<file path="src/rtl/pllseq_pkg.sv">
package pllseq_pkg;

    // Host command codes
    typedef enum logic [1:0] {
        OP_ENABLE  = 2'd0,
        OP_DISABLE = 2'd1,
        OP_RELOCK  = 2'd2,
        OP_GATED   = 2'd3
    } op_e;

    // Sequencer phases
    typedef enum logic [1:0] {
        ST_IDLE  = 2'd0,
        ST_RESET = 2'd1,
        ST_POLL  = 2'd2
    } st_e;

endpackage

</file>
<file path="src/rtl/pllseq_sync.sv">
module pllseq_sync #(
    parameter int STAGES = 2
) (
    input  logic clk,
    input  logic rst_n,
    input  logic din,
    output logic dout
);
    logic [STAGES-1:0] sh_d, sh_q;

    always_comb begin
        sh_d = {sh_q[STAGES-2:0], din};
    end

    always_ff @(posedge clk) begin
        if (!rst_n) sh_q <= '0;
        else        sh_q <= sh_d;
    end

    assign dout = sh_q[STAGES-1];
endmodule

</file>
<file path="src/rtl/pllseq_poll_timer.sv">
module pllseq_poll_timer #(
    parameter int NR_W      = 6,
    parameter int POLL_MULT = 500,
    parameter int BLANK     = 3
) (
    input  logic            clk,
    input  logic            rst_n,
    input  logic            start,
    input  logic            run,
    input  logic [NR_W-1:0] nr_m1,
    output logic            tick,
    output logic            settled
);
    localparam int IW = $clog2(POLL_MULT * (2 ** NR_W) + 1);
    localparam int BW = $clog2(BLANK + 1);
    localparam logic [IW-1:0] MULT  = IW'(POLL_MULT);
    localparam logic [BW-1:0] BLANK_END = BW'(BLANK);

    typedef struct packed {
        logic [IW-1:0] cnt;
        logic [IW-1:0] limit;
        logic [BW-1:0] blank;
    } tmr_t;

    tmr_t q, d;

    always_comb begin
        d = q;
        if (start) begin
            d.cnt   = '0;
            d.limit = (IW'(nr_m1) + IW'(1)) * MULT - IW'(1);
            d.blank = '0;
        end else if (run) begin
            if (q.cnt == q.limit) d.cnt = '0;
            else                  d.cnt = q.cnt + IW'(1);
            if (q.blank != BLANK_END) d.blank = q.blank + BW'(1);
        end
    end

    always_ff @(posedge clk) begin
        if (!rst_n) q <= '0;
        else        q <= d;
    end

    assign tick    = run && !start && (q.cnt == q.limit);
    assign settled = (q.blank == BLANK_END);
endmodule

</file>
<file path="src/rtl/pllseq_fsm.sv">
module pllseq_fsm
    import pllseq_pkg::*;
#(
    parameter int NR_W    = 6,
    parameter int NF_W    = 13,
    parameter int OD_W    = 4,
    parameter int RETRIES = 50
) (
    input  logic            clk,
    input  logic            rst_n,
    input  logic            cmd_valid,
    input  logic [1:0]      cmd_op,
    input  logic [NR_W-1:0] cmd_nr_m1,
    input  logic [NF_W-1:0] cmd_nf_m1,
    input  logic [OD_W-1:0] cmd_od_m1,
    input  logic            bypass_sel,
    input  logic            lock_s,
    input  logic            tick,
    input  logic            settled,
    output logic            en,
    output logic            rst_bit,
    output logic [NR_W-1:0] nr_m1,
    output logic [NF_W-1:0] nf_m1,
    output logic [OD_W-1:0] od_m1,
    output logic            byp,
    output logic            busy,
    output logic            done,
    output logic            tout,
    output logic            refused,
    output logic            timer_start,
    output logic            timer_run
);
    localparam int RW = (RETRIES > 1) ? $clog2(RETRIES) : 1;
    localparam logic [RW-1:0] LAST_TRY = RW'(RETRIES - 1);

    typedef struct packed {
        st_e             st;
        logic            en;
        logic            rst;
        logic [NR_W-1:0] nr;
        logic [NF_W-1:0] nf;
        logic [OD_W-1:0] od;
        logic            byp;
        logic [RW-1:0]   retry;
        logic            done;
        logic            tout;
        logic            refused;
    } fsm_t;

    fsm_t q, d;

    always_comb begin
        d           = q;
        d.done      = 1'b0;
        d.tout      = 1'b0;
        d.refused   = 1'b0;
        d.rst       = 1'b0;
        d.byp       = bypass_sel;
        timer_start = 1'b0;
        unique case (q.st)
            ST_IDLE: begin
                if (cmd_valid) begin
                    unique case (op_e'(cmd_op))
                        OP_ENABLE: begin
                            if (q.en) begin
                                d.done = 1'b1;
                            end else begin
                                d.en = 1'b1;
                                d.st = ST_RESET;
                            end
                        end
                        OP_DISABLE: begin
                            d.en   = 1'b0;
                            d.done = 1'b1;
                        end
                        OP_RELOCK: begin
                            d.nr = cmd_nr_m1;
                            d.nf = cmd_nf_m1;
                            d.od = cmd_od_m1;
                            d.st = ST_RESET;
                        end
                        OP_GATED: begin
                            d.nr   = cmd_nr_m1;
                            d.nf   = cmd_nf_m1;
                            d.od   = cmd_od_m1;
                            d.en   = 1'b0;
                            d.done = 1'b1;
                        end
                    endcase
                end
            end
            ST_RESET: begin
                d.refused   = cmd_valid;
                d.rst       = 1'b1;
                d.retry     = '0;
                d.st        = ST_POLL;
                timer_start = 1'b1;
            end
            ST_POLL: begin
                d.refused = cmd_valid;
                if (tick) begin
                    if (lock_s && settled) begin
                        d.done = 1'b1;
                        d.st   = ST_IDLE;
                    end else if (q.retry == LAST_TRY) begin
                        d.tout = 1'b1;
                        d.st   = ST_IDLE;
                    end else begin
                        d.retry = q.retry + RW'(1);
                    end
                end
            end
            default: d.st = ST_IDLE;
        endcase
    end

    always_ff @(posedge clk) begin
        if (!rst_n) q <= '0;
        else        q <= d;
    end

    assign en        = q.en;
    assign rst_bit   = q.rst;
    assign nr_m1     = q.nr;
    assign nf_m1     = q.nf;
    assign od_m1     = q.od;
    assign byp       = q.byp;
    assign busy      = (q.st != ST_IDLE);
    assign done      = q.done;
    assign tout      = q.tout;
    assign refused   = q.refused;
    assign timer_run = (q.st == ST_POLL);
endmodule

</file>
<file path="src/rtl/pllseq_top.sv">
module pllseq_top #(
    parameter int NR_W        = 6,
    parameter int NF_W        = 13,
    parameter int OD_W        = 4,
    parameter int POLL_MULT   = 500,
    parameter int RETRIES     = 50,
    parameter int SYNC_STAGES = 2
) (
    input  logic            clk,
    input  logic            rst_n,
    input  logic            cmd_valid,
    input  logic [1:0]      cmd_op,
    input  logic [NR_W-1:0] cmd_nr_m1,
    input  logic [NF_W-1:0] cmd_nf_m1,
    input  logic [OD_W-1:0] cmd_od_m1,
    input  logic            bypass_sel,
    input  logic            pll_lock,
    output logic [31:0]     pll_ctl,
    output logic            cmd_busy,
    output logic            cmd_refused,
    output logic            seq_done,
    output logic            seq_timeout
);
    localparam int PAD_W = 30 - (2 + NR_W + NF_W + OD_W);
    localparam int BLANK = SYNC_STAGES + 1;

    logic            lock_s, tick, settled, t_start, t_run;
    logic            en, rst_bit, byp;
    logic [NR_W-1:0] nr_m1;
    logic [NF_W-1:0] nf_m1;
    logic [OD_W-1:0] od_m1;

    pllseq_sync #(.STAGES(SYNC_STAGES)) u_sync (
        .clk  (clk),
        .rst_n(rst_n),
        .din  (pll_lock),
        .dout (lock_s)
    );

    pllseq_poll_timer #(
        .NR_W     (NR_W),
        .POLL_MULT(POLL_MULT),
        .BLANK    (BLANK)
    ) u_timer (
        .clk    (clk),
        .rst_n  (rst_n),
        .start  (t_start),
        .run    (t_run),
        .nr_m1  (nr_m1),
        .tick   (tick),
        .settled(settled)
    );

    pllseq_fsm #(
        .NR_W   (NR_W),
        .NF_W   (NF_W),
        .OD_W   (OD_W),
        .RETRIES(RETRIES)
    ) u_fsm (
        .clk        (clk),
        .rst_n      (rst_n),
        .cmd_valid  (cmd_valid),
        .cmd_op     (cmd_op),
        .cmd_nr_m1  (cmd_nr_m1),
        .cmd_nf_m1  (cmd_nf_m1),
        .cmd_od_m1  (cmd_od_m1),
        .bypass_sel (bypass_sel),
        .lock_s     (lock_s),
        .tick       (tick),
        .settled    (settled),
        .en         (en),
        .rst_bit    (rst_bit),
        .nr_m1      (nr_m1),
        .nf_m1      (nf_m1),
        .od_m1      (od_m1),
        .byp        (byp),
        .busy       (cmd_busy),
        .done       (seq_done),
        .tout       (seq_timeout),
        .refused    (cmd_refused),
        .timer_start(t_start),
        .timer_run  (t_run)
    );

    // word layout
    assign pll_ctl = {lock_s, byp, {PAD_W{1'b0}}, od_m1, nf_m1, nr_m1, rst_bit, en};
endmodule

</file>
<file path="config.mk">
export PLATFORM = sky130hd
export DESIGN_NAME = pllseq_top
export DESIGN_NICKNAME = d
export VERILOG_FILES = /design/src/rtl/pllseq_pkg.sv /design/src/rtl/pllseq_sync.sv /design/src/rtl/pllseq_poll_timer.sv /design/src/rtl/pllseq_fsm.sv /design/src/rtl/pllseq_top.sv
export SDC_FILE = /design/constraint.sdc
export NUM_CORES = 1
export LEC_CHECK = 0
export BUFFER_PORTS_ARGS = -buffer_cell sky130_fd_sc_hd__buf_2
export CAP_MARGIN = 20
export CORE_MARGIN = 2
export CORE_UTILIZATION = 53
export CTS_CLUSTER_DIAMETER = 120
export DETAILED_ROUTE_END_ITERATION = 6
export PLACE_DENSITY_LB_ADDON = 0.2
export SYNTH_ARGS = -nofsm -noshare
export SYNTH_HDL_FRONTEND = slang
export SYNTH_HIERARCHICAL = 1
export SYNTH_SLANG_ARGS = --single-unit
export TNS_END_PERCENT = 20
</file>
<file path="constraint.sdc">
create_clock -name clk -period 11 [get_ports clk]
set_input_delay 0.55 -clock clk [delete_from_list [all_inputs] [get_ports clk]]
set_output_delay 0.55 -clock clk [all_outputs]
set_load 0.05 [all_outputs]
</file>
==> results of run 1 <==
-- final timing paths --
path	from	to	slack (ns)
max	u_fsm/nr_m1[0]	u_timer/q[16]	5.91
min	pll_lock	u_sync/sh_q[0]	0.42
max reg2reg	u_fsm/nr_m1[0]	u_timer/q[16]	5.91
min reg2reg	u_sync/sh_q[0]	u_sync/sh_q[1]	0.44
-- per-stage QoR --
step | utilization, % | cell area (um2) | hold WS [ns]
after global placement | 55.78 | 4793 | 0.4244
after floorplan | - | 4636 | 0.4118
after detailed placement | 55.78 | 4793 | 0.4302
final | 58.05 | 4989 | 0.4192
after CTS | 58.05 | 4989 | 0.4056
after global routing | 58.05 | 4989 | 0.4037
-- layout make-up --
type	count	area [um2]
clock buffers	12	165.2
well taps	108	135.1
multi-input cells	384	2818
inverters	33	123.9
fillers	811	3605
clock inverters	1	30.03
flip-flops and latches	70	1401
repair buffers	62	315.3
-- power breakdown --
part,internal [mW],total [mW],switching (mW)
sequential,0.265,0.273,0.00871
clock,0.120,0.210,0.0903
combinational,0.0893,0.239,0.150
-- cell usage after synthesis (8+ instances only) --
master    instances
fa_1             13
inv_1            29
ha_1             40
buf_4            32
nor2_1           40
dfxtp_1          70
a21oi_1          31
o21ai_0          10
clkbuf_1          9
nand2_1          76
nand3_1          12
mux2i_1           8
xor2_1           32
xnor2_1          24
-- cells by family after synthesis --
kind of cell,Yosys count,share of synthesized area [%]
mux,8,1.733
compound gates,84,12.62
buf+inv,78,9.017
xor+xnor,57,10.97
fa+ha+maj,53,16.46
other cells,1,0.08116
flops,70,30.33
simple gates,177,18.79
-- flip-flops by register name (all words and copies together) (netlist names), 2 cells and up --
name         cells
u_fsm/nf_m1     13
u_fsm/nr_m1      6
u_fsm/od_m1      4
u_fsm/q          8
u_sync/sh_q      2
u_timer/q       31
-- metal layers --
layer | track usage, % | vias to the layer above
li1 | - | 1820
met1 | 25.51 | 1625
met2 | 34.43 | 59
met3 | 4.173 | 7
met4 | 4.808 | 0
met5 | 0 | -
==> summary.txt, run 1 <==
sequential share of the synthesized area: 30.33%
ys async rst share: 0%
DRC: 0
Worst IR Drop VDD: 0.08300 mV
RSZ-0062 raised after global routing: no
final WL: 9113 um
Antenna Nets Post-Route: 0
Worst-path clk slew: 0.07 ns
Die Y: 97.37 um
share of cells above drive strength 1: 17.62%
Yosys top cell area share: 30.33%
final total power: 722.2 uW
cell area after synthesis: 4621 um2
Setup crit end kind: register
CTS tree: done
GPL Wtd Cong: 0.8145
min cycle time layout: 5.085 ns
Clock Latency Late Sink: 0.34 ns
pwr/cell area: 144.8 nW/um2
CP max stage delay: 0.57 ns
hold_buf cts: 0
CP bufs+invs: 4
htree depth: 3
worst path arrival time: 5.34 ns
synthesized area per cell: 8.751 um2
GR Util All Layers: 19.91%
Layout Cells excl Fill: 670
MaxCap Viol Count: 0
dpl cells: 657
Cell Chain, Critical Path: inv_1 > ha_1 > xnor2_1 > inv_1 > ha_1 > inv_1 > fa_1 > inv_1 > ha_1 > xor2_1 > ha_1 > o21ai_0 > nor4b_1 > nand4b_1 > nor4_4 > a31oi_1 > o31ai_2
initial antenna violation count: 0
top cells by area, synth: dfxtp_1, ha_1, nand2_1
First-pass DRT Iterations: 4
final setup TNS: 0 ns
critical path's top delay family: adder cells
Row Count: 34
P_leak: 2.303 nW
area leader, netlist: dfxtp_1
Least-Margin Pin Slew: 0.9000 ns
most common cell after layout, fill and taps aside: nand2_1
Fmax: 196.6 MHz
area grow syn2layout: 7.961%
Crit Path Category: register to register
met1 wire length: 4238 um
Layout Skew: 0.008355 ns
DRT iter0 DRCs: 83
Post-synth EDFFs: 0
Initial Util: 53.77%
Core Box Area: 8593 um2
final hold viol count: 0
n_diodes: 0
Seq cells post-synth: 70
number of vias per cell: 5.240
TritonCTS buffer count: 9
slowest CP cell: dfxtp_1
Synth cell types: 61
clk buf depth: 2
fin nets: 643
Crit path depth: 17
vias in the first global route: 3443
GRT overflow: 0
DR top layer: met4
WL met2: 4477 um
status: finished clean
setup bufs post-CTS: 0
Final HPWL DP: 6960 um
largest net degree at the start of global routing: 28
Synth Warn #: 6
Synth Flop Type: dfxtp_1
Worst EP required: 11.25 ns
Hold Path Stages: 2
first-pass GRT wire length: 15770 um
CP Launch Type: register
I/O pin cnt: 66
Post-Place Worst Slack: 5.918 ns
crit path max fanout: 11
WL/cell: 13.60 um
most frequent cells in the layout: nand2_1, dfxtp_1, buf_2
HP Class: input pin to register
r2r worst-path depth: 17
Die X: 97.37 um
fin worst setup slack: 5.915 ns
root buffer cell: clkbuf_8
slew margin rel.: 39.83%
routed vias: 3511
Mapped Cells: 528
Sink Count: 70
PortBufs: 60
DR WL met3: 317 um
Tcrit/Tclk final: 46.23%
post-CTS resize count: 0
Die Area: 9481 um2
Max Slew Vio Count: 0
Final Setup Violations: 0
Power figures use the tool's default switching activity.
==> run 2, diff against run 1 <==
- clock period: 11 -> 4.7 ns (I/O delays scaled with it)
==> summary.txt, run 2 (same netlist as run 1, synthesis figures left out) <==
CTS tree: done
PortBufs: 60 (unchanged)
First-pass DRT Iterations: 4 (unchanged)
Layout Cells excl Fill: 693 (+3.4%)
Core Box Area: 8593 um2 (unchanged)
initial antenna violation count: 0 (unchanged)
pwr/cell area: 340.5 nW/um2 (+140%)
Worst-path clk slew: 0.07 ns (about the same)
Reg with most FFs: u_timer/q
final hold viol count: 0 (unchanged)
GPL Wtd Cong: 0.8875 (+9.0%)
HP Class: input pin to register
clk buf depth: 2 (unchanged)
worst path arrival time: 4.72 ns (-0.62 ns)
worst hold-check slack: 0.1043 ns (-0.3149 ns)
Tcrit/Tclk final: 95.06% (+49 points)
n_diodes: 0 (unchanged)
slew margin rel.: 43.50% (+3.7 points)
number of vias per cell: 5.245 (about the same)
Fmax: 223.8 MHz (+14%)
largest net degree at the start of global routing: 28 (unchanged)
GR Util All Layers: 20.26% (+0.35 points)
Die Y: 97.37 um (unchanged)
DRT iter0 DRCs: 119 (+43%)
TritonCTS buffer count: 9 (unchanged)
htree depth: 3 (unchanged)
Setup crit end kind: register
r2r worst-path depth: 17 (unchanged)
Final Setup Violations: 0 (unchanged)
reg-to-reg setup timing slack: 0.23 ns (-5.68 ns)
Worst EP required: 4.95 ns (-6.30 ns)
fin nets: 663 (+3.1%)
FF-to-FF End: u_timer/q[16]
Post-Place Worst Slack: -0.05813 ns (-5.976 ns)
root buffer cell: clkbuf_8
max reg flops: 31 (unchanged)
most common cell after layout, fill and taps aside: nand2_1
Least-Margin Pin Slew: 0.8451 ns (-0.05486 ns)
GRT overflow: 0 (unchanged)
dpl cells: 673 (+2.4%)
most frequent cells in the layout: nand2_1, dfxtp_1, buf_2
final setup TNS: 0 ns (unchanged)
final total power: 1.817 mW (+150%)
DRC: 0 (unchanged)
vias in the first global route: 3688 (+7.1%)
share of cells above drive strength 1: 24.79% (+7.2 points)
Clock Latency Late Sink: 0.33 ns (about the same)
CP Launch Type: register
Initial Util: 53.77% (unchanged)
Final HPWL DP: 7194 um (+3.4%)
final WL: 9561 um (+4.9%)
CP endpoint: u_timer/q[16]
Max Slew Vio Count: 0 (unchanged)
P_leak: 2.450 nW (+6.4%)
Row Count: 34 (unchanged)
Layout Skew: 0.005059 ns (-0.003296 ns)
reg-to-reg startpoint: u_fsm/nr_m1[0]
I/O pin cnt: 66 (unchanged)
min cycle time layout: 4.468 ns (-0.6176 ns)
WL/cell: 13.80 um (+1.4%)
Die X: 97.37 um (unchanged)
Die Area: 9481 um2 (unchanged)
fin worst setup slack: 0.2321 ns (-5.682 ns)
Sink Count: 70 (unchanged)
first-pass GRT wire length: 16120 um (+2.2%)
crit path max fanout: 8 (-3)
area grow syn2layout: 15.46%
CP startpoint: u_fsm/nr_m1[0]
Antenna Nets Post-Route: 0 (unchanged)
MaxCap Viol Count: 0 (unchanged)
status: finished clean
Worst IR Drop VDD: 0.1840 mV (+120%)
Crit Path Category: register to register
routed vias: 3635 (+3.5%)
run 2: changes by cell type in the layout (fill, tap and decap cells not counted), moves of 3 or more:
cell and change:
buf_4 +20, dfxtp_1 -3, ha_1 -5, ha_4 +3, xnor2_1 -7, xnor2_2 +7
run 2: critical path: stages (launching register included):
cell,delay [ns]
dfxtp_4,0.38
ha_1,0.19
and3_4,0.20
buf_4,0.14
xor2_1,0.15
ha_1,0.29
inv_1,0.05
fa_1,0.52
inv_1,0.05
fa_1,0.46
ha_1,0.33
ha_4,0.28
a21o_1,0.23
a221oi_4,0.34
xnor2_2,0.14
nor4_4,0.28
a31oi_1,0.15
o31ai_2,0.21
run 2: area by class of cell:
cell class                      count  area [um2]
Clock buffer                       11       151.4
Multi-Input combinational cell    384        2993
Tap cell                          108       135.1
Timing Repair Buffer               82       465.4
Fill cell                         765        3258
Inverter                           33       123.9
Clock inverter                      5       56.30
Sequential cell                    70        1410
run 2: stage by stage:
| step | cell area, um2 | util, % |
|---|---|---|
| 2_1_floorplan | 4682 | - |
| 3_3_place_gp | 4952 | 57.63 |
| 3_5_place_dp | 4952 | 57.63 |
| 4_1_cts | 5170 | 60.16 |
| 5_1_grt | 5335 | 62.09 |
| 6_report | 5335 | 62.09 |
run 2: timing repair:
item,4_1_cts,5_1_grt
endpoints found under the setup margin,2,5
resized for setup,3,25
pin swaps,0,11
hold buffers,0,0
buffers inserted,0,4
run 2: how the worst min path moves through the flow:
stage              startpoint              to  slack (ns)  cells past startpoint
6_report             pll_lock  u_sync/sh_q[0]        0.10                      2
5_1_grt            bypass_sel       u_fsm/byp        0.09                      2
4_1_cts              pll_lock  u_sync/sh_q[0]        0.09                      2
2_1_floorplan       cmd_valid        u_fsm/en        0.35                      1
3_3_place_gp   u_sync/sh_q[0]  u_sync/sh_q[1]        0.43                      1
3_5_place_dp   u_sync/sh_q[0]  u_sync/sh_q[1]        0.43                      1
run 2: power by group:
part / switching, mW / internal, mW / total [mW]
combinational: 0.396 / 0.285 / 0.682
sequential: 0.0197 / 0.619 / 0.638
clock: 0.223 / 0.274 / 0.497
total: 0.639 / 1.18 / 1.82
run 2: routing by layer:
metal	global-route usage (%)	share of wire [%]	wire (um)
met1	24.84	44	4253
met2	36.02	51	4853
met3	3.741	3.2	304
met4	6.197	1.6	150
met5	0	0	0
==> run 3, diff against run 2 <==
- REMOVE_ABC_BUFFERS: default -> 1
==> summary.txt, run 3 (same netlist as run 1, synthesis figures left out) <==
status: finished clean
DRC: 0 (unchanged)
initial antenna violation count: 0 (unchanged)
WL/cell: 13.71 um (-0.63%)
CP Launch Type: register
final WL: 9473 um (-0.92%)
FILL cells: 758 (-0.92%)
final setup TNS: 0 ns (unchanged)
MaxCap Viol Count: 0 (unchanged)
I/O pin cnt: 66 (unchanged)
slew margin rel.: 42.23% (-1.3 points)
Final HPWL DP: 6951 um (-3.4%)
PortBufs: 60 (unchanged)
largest net degree at the start of global routing: 28 (unchanged)
reg-to-reg startpoint: u_fsm/nr_m1[1]
fin nets: 661 (-0.30%)
pwr/cell area: 337.2 nW/um2 (-0.97%)
share of cells above drive strength 1: 24.87% (+0.085 points)
min cycle time layout: 4.583 ns (+0.1155 ns)
Layout Skew: 0.01956 ns (+0.01450 ns)
CTS tree: done
DRT iter0 DRCs: 109 (-8.4%)
Hold Path Stages: 2 (unchanged)
Max Slew Vio Count: 0 (unchanged)
final hold viol count: 0 (unchanged)
clk buf depth: 2 (unchanged)
Antenna Nets Post-Route: 0 (unchanged)
number of vias per cell: 5.252 (+0.12%)
area grow syn2layout: 15.60%
CP startpoint: u_fsm/nr_m1[1]
max reg flops: 31 (unchanged)
GR Util All Layers: 19.82% (-0.44 points)
most common cell after layout, fill and taps aside: nand2_1
TritonCTS buffer count: 9 (unchanged)
routed vias: 3629 (-0.17%)
Register Area: 1411 um2 (about the same)
Multi-input gate area: 3010 um2 (+0.59%)
Worst EP required: 4.95 ns (about the same)
Setup crit end kind: register
Post-Place Worst Slack: -0.1431 ns (-0.08494 ns)
Row Count: 34 (unchanged)
First-pass DRT Iterations: 4 (unchanged)
root buffer cell: clkbuf_8
final total power: 1.801 mW (-0.85%)
r2r worst-path depth: 15 (-2)
Initial Util: 53.77% (unchanged)
Sink Count: 70 (unchanged)
HP Class: input pin to register
post-layout util: 62.16% (+0.073 points)
vias in the first global route: 3499 (-5.1%)
Clock Latency Late Sink: 0.35 ns (+0.02 ns)
first-pass GRT wire length: 15770 um (-2.2%)
Die Y: 97.37 um (unchanged)
Tcrit/Tclk final: 97.52% (+2.5 points)
crit path max fanout: 6 (-2)
Worst IR Drop VDD: 0.1832 mV (-0.44%)
htree depth: 3 (unchanged)
fin worst setup slack: 0.1166 ns (-0.1155 ns)
P_leak: 2.446 nW (-0.17%)
Final Setup Violations: 0 (unchanged)
hold_buf cts: 0 (unchanged)
Worst-path clk slew: 0.09 ns (+0.02 ns)
Core Box Area: 8593 um2 (unchanged)
n_diodes: 0 (unchanged)
Die Area: 9481 um2 (unchanged)
Least-Margin Pin Slew: 0.8641 ns (+0.01895 ns)
HP Start: pll_lock
GRT overflow: 0 (unchanged)
Fmax: 218.2 MHz (-2.5%)
Reg with most FFs: u_timer/q
worst path arrival time: 4.84 ns (+0.12 ns)
Crit Path Category: register to register
Die X: 97.37 um (unchanged)
GPL Wtd Cong: 0.8551 (-3.7%)
most frequent cells in the layout: nand2_1, dfxtp_1, buf_2
## run 3: per-layer routing
metal / GRT usage [%] / wire length (um) / up-vias
met5: 0 / 0 / -
met4: 5.128 / 106 / 0
li1: - / - / 1860
met3: 4.317 / 263 / 10
met1: 25.13 / 4367 / 1708
met2: 34.27 / 4735 / 51
## run 3: path summary, 6_finish.rpt
check	slack [ns]	to
hold / removal	0.09	u_sync/sh_q[0]
setup / recovery	0.12	u_timer/q[16]
hold reg to reg	0.45	u_fsm/nf_m1[8]
setup reg to reg	0.12	u_timer/q[16]
## run 3: cell type report
type	instances	area share [%]
Clock inverter	6	1.288
Tap cell	108	2.530
Timing Repair Buffer	80	8.503
Multi-Input combinational cell	384	56.36
Clock buffer	10	2.577
Sequential cell	70	26.42
Inverter	33	2.319
## run 3: where the power goes
part / switching, mW / total (mW) / internal, mW
combinational: 0.391 / 0.658 / 0.268
sequential: 0.0194 / 0.638 / 0.619
clock: 0.241 / 0.505 / 0.263
## run 3: worst max-delay path: stages (launching register included)
cell and delay (ns):
dfxtp_4 0.37, buf_4 0.14, ha_2 0.21, xnor2_4 0.16
fa_1 0.51, fa_1 0.52, inv_1 0.05, fa_1 0.45
ha_1 0.32, ha_1 0.33, a21o_1 0.22, a221oi_4 0.38
xnor2_2 0.15, nor4_4 0.30, a31oi_1 0.16, o31ai_2 0.21
## run 3: repair_timing
item	in CTS	in global routing
hold endpoints to repair	0	0
pin swaps	0	15
resized for setup	7	32
setup endpoints to repair	4	5
setup buffers	0	4
## run 3: per-stage QoR
step | instance area [um2] | instances | hold WS [ns]
final | 5341 | 691 | 0.08580
after global routing | 5341 | 691 | 0.07968
after CTS | 5131 | 687 | 0.08206
after detailed placement | 4898 | 671 | 0.4438
after global placement | 4898 | 671 | 0.4395
after floorplan | 4343 | 487 | 0.3501
